--- src/rtl/search_step_pkg.sv ---
package search_step_pkg;

    localparam int STAT_W   = 3;
    localparam int STAT_ID  = 0;
    localparam int STAT_CMP = 1;
    localparam int STAT_DIR = 2;

    typedef enum logic [1:0] {
        ST_IDLE,
        ST_WAIT_TRUE,
        ST_WAIT_INV,
        ST_WAIT_WRITE
    } step_state_e;

    typedef struct packed {
        step_state_e         state;
        logic                true_bit;
        logic                dir_pref;
        logic [STAT_W-1:0]   pend;
        logic [STAT_W-1:0]   status;
        logic                done;
        logic                seen_clk;
    } step_regs_t;

    typedef struct packed {
        logic go;
        logic rd;
        logic wbit;
    } slot_req_t;

endpackage

--- src/rtl/search_step_decide.sv ---
module search_step_decide
    import search_step_pkg::*;
(
    input  logic              true_bit,
    input  logic              inv_bit,
    input  logic              dir_pref,
    output logic              no_device,
    output logic              dir,
    output logic [STAT_W-1:0] status
);
    always_comb begin
        no_device = true_bit & inv_bit;
        dir       = (true_bit ^ inv_bit) ? true_bit : dir_pref;
        status    = '0;
        if (no_device) begin
            status[STAT_ID]  = 1'b1;
            status[STAT_CMP] = 1'b1;
        end else begin
            status[STAT_ID]  = true_bit;
            status[STAT_CMP] = inv_bit;
            status[STAT_DIR] = dir;
        end
    end
endmodule

--- src/rtl/search_step_slot_req.sv ---
module search_step_slot_req
    import search_step_pkg::*;
(
    input  logic clk,
    input  logic rst_n,
    input  logic issue,
    input  logic issue_rd,
    input  logic issue_bit,
    output logic slot_go,
    output logic slot_rd,
    output logic slot_wbit
);
    slot_req_t req_d, req_q;

    always_comb begin
        req_d      = req_q;
        req_d.go   = issue;
        if (issue) begin
            req_d.rd   = issue_rd;
            req_d.wbit = issue_rd ? 1'b0 : issue_bit;
        end
    end

    always_ff @(posedge clk) begin
        if (!rst_n) req_q <= '0;
        else        req_q <= req_d;
    end

    assign slot_go   = req_q.go;
    assign slot_rd   = req_q.rd;
    assign slot_wbit = req_q.wbit;

    a_r10_go_single: assert property (@(posedge clk) disable iff (!rst_n)
        slot_go |=> !slot_go);
endmodule

--- src/rtl/search_step_unit.sv ---
module search_step_unit
    import search_step_pkg::*;
(
    input  logic              clk,
    input  logic              rst_n,
    input  logic              step_go,
    input  logic              want_dir,
    output logic              slot_go,
    output logic              slot_rd,
    output logic              slot_wbit,
    input  logic              slot_done,
    input  logic              slot_bit,
    output logic              step_done,
    output logic [STAT_W-1:0] step_status
);
    step_regs_t r_d, r_q;

    logic              issue, issue_rd, issue_bit;
    logic              dec_nodev, dec_dir;
    logic [STAT_W-1:0] dec_status;

    search_step_decide u_decide (
        .true_bit  (r_q.true_bit),
        .inv_bit   (slot_bit),
        .dir_pref  (r_q.dir_pref),
        .no_device (dec_nodev),
        .dir       (dec_dir),
        .status    (dec_status)
    );

    search_step_slot_req u_req (
        .clk       (clk),
        .rst_n     (rst_n),
        .issue     (issue),
        .issue_rd  (issue_rd),
        .issue_bit (issue_bit),
        .slot_go   (slot_go),
        .slot_rd   (slot_rd),
        .slot_wbit (slot_wbit)
    );

    always_comb begin
        r_d          = r_q;
        r_d.done     = 1'b0;
        r_d.seen_clk = 1'b1;
        issue        = 1'b0;
        issue_rd     = 1'b0;
        issue_bit    = 1'b0;
        unique case (r_q.state)
            ST_IDLE: begin
                if (step_go) begin
                    r_d.dir_pref = want_dir;
                    r_d.state    = ST_WAIT_TRUE;
                    issue        = 1'b1;
                    issue_rd     = 1'b1;
                end
            end
            ST_WAIT_TRUE: begin
                if (slot_done) begin
                    r_d.true_bit = slot_bit;
                    r_d.state    = ST_WAIT_INV;
                    issue        = 1'b1;
                    issue_rd     = 1'b1;
                end
            end
            ST_WAIT_INV: begin
                if (slot_done) begin
                    if (dec_nodev) begin
                        r_d.status = dec_status;
                        r_d.done   = 1'b1;
                        r_d.state  = ST_IDLE;
                    end else begin
                        r_d.pend   = dec_status;
                        r_d.state  = ST_WAIT_WRITE;
                        issue      = 1'b1;
                        issue_bit  = dec_dir;
                    end
                end
            end
            ST_WAIT_WRITE: begin
                if (slot_done) begin
                    r_d.status = r_q.pend;
                    r_d.done   = 1'b1;
                    r_d.state  = ST_IDLE;
                end
            end
            default: r_d.state = ST_IDLE;
        endcase
    end

    always_ff @(posedge clk) begin
        if (!rst_n) r_q <= '0;
        else        r_q <= r_d;
    end

    assign step_done   = r_q.done;
    assign step_status = r_q.status;

    a_r7_done_single: assert property (@(posedge clk) disable iff (!rst_n)
        step_done |=> !step_done);

    a_r2_start_reads: assert property (@(posedge clk) disable iff (!rst_n)
        (r_q.state == ST_IDLE && step_go) |=> (slot_go && slot_rd));

    a_r4_error_code: assert property (@(posedge clk) disable iff (!rst_n)
        (step_done && step_status[STAT_ID] && step_status[STAT_CMP]) |-> !step_status[STAT_DIR]);

    a_r6_follow_true: assert property (@(posedge clk) disable iff (!rst_n)
        (step_done && (step_status[STAT_ID] ^ step_status[STAT_CMP]))
            |-> (step_status[STAT_DIR] == step_status[STAT_ID]));

    a_r8_status_hold: assert property (@(posedge clk) disable iff (!rst_n)
        (r_q.seen_clk && !step_done) |-> $stable(step_status));

    a_r10_one_outstanding: assert property (@(posedge clk) disable iff (!rst_n)
        (slot_go && !slot_done) |=> !slot_go);

    a_r9_idle_quiet: assert property (@(posedge clk) disable iff (!rst_n)
        (r_q.state == ST_IDLE && !step_go) |=> !slot_go);
endmodule

--- config.mk ---
export PLATFORM = sky130hd
export DESIGN_NAME = search_step_unit
export DESIGN_NICKNAME = d
export VERILOG_FILES = /design/src/rtl/search_step_pkg.sv /design/src/rtl/search_step_decide.sv /design/src/rtl/search_step_slot_req.sv /design/src/rtl/search_step_unit.sv
export SDC_FILE = /design/constraint.sdc
export NUM_CORES = 1
export LEC_CHECK = 0
export ABC_AREA = 1
export BUFFER_PORTS_ARGS = -buffer_cell sky130_fd_sc_hd__buf_4
export CORE_MARGIN = 3
export CORE_UTILIZATION = 51
export DETAILED_ROUTE_END_ITERATION = 12
export MAX_ROUTING_LAYER = met4
export PLACE_DENSITY = 0.74
export SLEW_MARGIN = 15
export SYNTH_ARGS = -nofsm -noshare
export SYNTH_HDL_FRONTEND = slang
export SYNTH_SLANG_ARGS = --single-unit
export TNS_END_PERCENT = 10
--- constraint.sdc ---
create_clock -name clk -period 1.5 [get_ports clk]
set_clock_uncertainty 0.15 [all_clocks]
set_input_delay 0.3 -clock clk [delete_from_list [all_inputs] [get_ports clk]]
set_output_delay 0.3 -clock clk [all_outputs]
set_load 0.005 [all_outputs]
==> flow_summary.yaml <==
detailed_routing:
  wl_um: 1250
  drtAntennaViolNets: 0
  vias_per_cell: 4.89
  drc: 0
  wl_per_cell_um: 10.1
  vias: 601
  drt_iter0_drc: 11
  drtPass1Iterations: 4
timing:
  timing.hold.ws_ps: 124
  drv_slew: 0
  fin_crit_sh_pct: 90.9
  timing.fmax_mhz: 734
  period_needed_ps: 1360
  finalHoldViolCount: 0
  setup_viol: 0
  worst_pin_slew_ps: 246
  rsz0062_at_grt: "false"
  maxSlewHeadroom_pct: 83.5
  fin_tns_setup_ps: 0
logic_synthesis:
  synthTopCellsByCount: "nand2_1, nor2_1, dfxtp_1, inv_1, a21oi_1"
  synth_seq_cells: 14
  synthTopCellsByArea: "dfxtp_1, nand2_1, nor2_1, a21oi_1, inv_1"
  syn-num-nets: 104
  synthArstFlopShare_pct: 0
  syn-cell-area_sq_um: 688
  yosys_warnings: 0
  synth_top_area_share_pct: 40.7
  yosysMostFrequentCell: "nand2_1"
  synth_area_leader_cell: "dfxtp_1"
  synth_cell_type_count: 17
  synth_flop_cell: "dfxtp_1"
  syn_area_per_cell_sq_um: 7.17
  seq_area_frac_synth_pct: 40.7
  synthCells: 96
  synth_edf_count: 0
worst_hold_path:
  min-delay-start: "want_dir"
  worstHoldPathType: "input pin to flop"
power_and_ir_drop:
  peakVddDrop_uv: 541
  finalPower_uw: 811
  power_leakage_uw: 0.000407
  power.density_nw_per_um2: 1000
floorplanning:
  die_h_um: 42.7
  die_w_um: 42.7
  num_rows: 12
  num_io_pins: 13
  dieArea_sq_um: 1830
  start_util_pct: 58.0
  core_area_sq_um: 1190
cts:
  clockBufferDepth: 2
  ctsHoldBuffers: 0
  cts-root-buf: "clkbuf_4"
  cts.repair.resized: 0
  numCtsBuffers: 3
  cts_tree: "built"
  clock_latency_ps: 280
  htree_levels: 1
  cts_setup_buffers: 0
  cts_sinks: 14
  clk_pin_slew_ps: 90
worst_setup_path:
  critPathLaunchType: "flop"
  r2r_slack_ps: 140
  required_ps: 1530
  r2r-start: "r_q[9]"
  crit_end: "u_req.slot_go"
  timing.rr.end: "u_req.slot_go"
  crit_type: "flop to flop"
  crit_fanout: 7
  crit_path_start: "r_q[9]"
  rr_worst_depth: 6
  cp-end-kind: "flop"
  arrival_ps: 1390
global_route:
  gr-total-overflow: 0
  grt.total_usage_pct: 16.7
  grt_first_pass_wirelength_um: 2270
  antenna_found_initial: 0
  grt_pass1_vias: 548
  grt_max_degree: 9
placed_design:
  place_congestion: 0.836
  placedCellCount: 119
  dpl.hpwl_um: 977
  place_area_sq_um: 773
  port_buffers: 12
final_layout:
  n_antenna_cell: 0
  synthToLayoutAreaGrowth_pct: 17.6
  ff_latch_area_sq_um: 280
  drive_above_1_share_pct: 24.8
  fin_cells: 123
  fin_nets: 118
  stdcell_area_sq_um: 810
  multi_input_area_sq_um: 328
  fillers: 109
flow_run:
  drv_cap: 0
run_status:
  status: "complete, no violations"
==> per-stage QoR <==
stage / util (%) / worst slack [ps]
after floorplan: - / 287
after global placement: 65.2 / 130
after detailed placement: 65.2 / 111
after CTS: 68.2 / 141
after global routing: 68.2 / 22.2
final: 68.2 / 137
==> cells by family after synthesis <==
kind of cell | after synthesis | synth area share (%)
AND/OR/NAND/NOR | 49 | 34.5
buffers and inverters | 18 | 11.6
flip-flops | 14 | 40.7
AO/OA/AOI/OAI | 13 | 9.45
adder cells (fa/ha/maj) | 2 | 3.64
==> worst min-delay path by stage <==
stage | end | slack [ps] | depth (start not counted)
3_5_place_dp | r_q[7] | 310 | 2
2_1_floorplan | step_status[0] | 270 | 2
6_report | r_q[8] | 120 | 3
3_3_place_gp | r_q[7] | 310 | 2
5_1_grt | step_status[1] | 150 | 3
4_1_cts | r_q[8] | 120 | 3
==> cell type report <==
cell class / count / share of cell area [%]
inverter: 15 / 7.11
multi-input combinational: 64 / 40.5
clock buffer: 4 / 4.48
tap: 14 / 2.16
timing repair buffer: 12 / 11.1
sequential: 14 / 34.6
==> sequential cells by signal, summed over array words and instances (netlist names) <==
register	cells
u_req.slot_wbit	1
step_status	3
r_q	7
u_req.slot_rd	1
u_req.slot_go	1
step_done	1
==> power by group <==
group          internal (uW)  switching (uW)
logic                   52.1            69.4
registers                394            17.2
clock network            148             131
==> placed cells by master (no fill, tap or decap), drive strengths merged <==
cell type	netlist	layout
nand2	23	23
nor2	19	19
dfxtp	14	14
inv	14	14
buf	3	12
a21oi	9	9
nand3	5	5
o21ai	4	4
clkbuf	0	4
nand4	2	2
ha	2	2
clkinv	1	1
==> worst max-delay path, cell delays in order (launching register included) <==
cell and delay [ps]:
dfxtp_1 420, ha_1 270, nor2_4 70, nand2_4 100, clkinv_2 80, nor2_2 110
a21oi_1 70
==> routing by layer <==
metal / track usage, % / vias to the layer above / wire [um] / share of wire [%]
met4: 9.32 / 0 / 34 / 2.7
met3: 2.54 / 5 / 60 / 4.8
met1: 20.4 / 261 / 593 / 48
li1: - / 322 / - / -
met5: - / - / 0 / 0
met2: 26.0 / 13 / 559 / 45
Power figures use the tool's default switching activity.
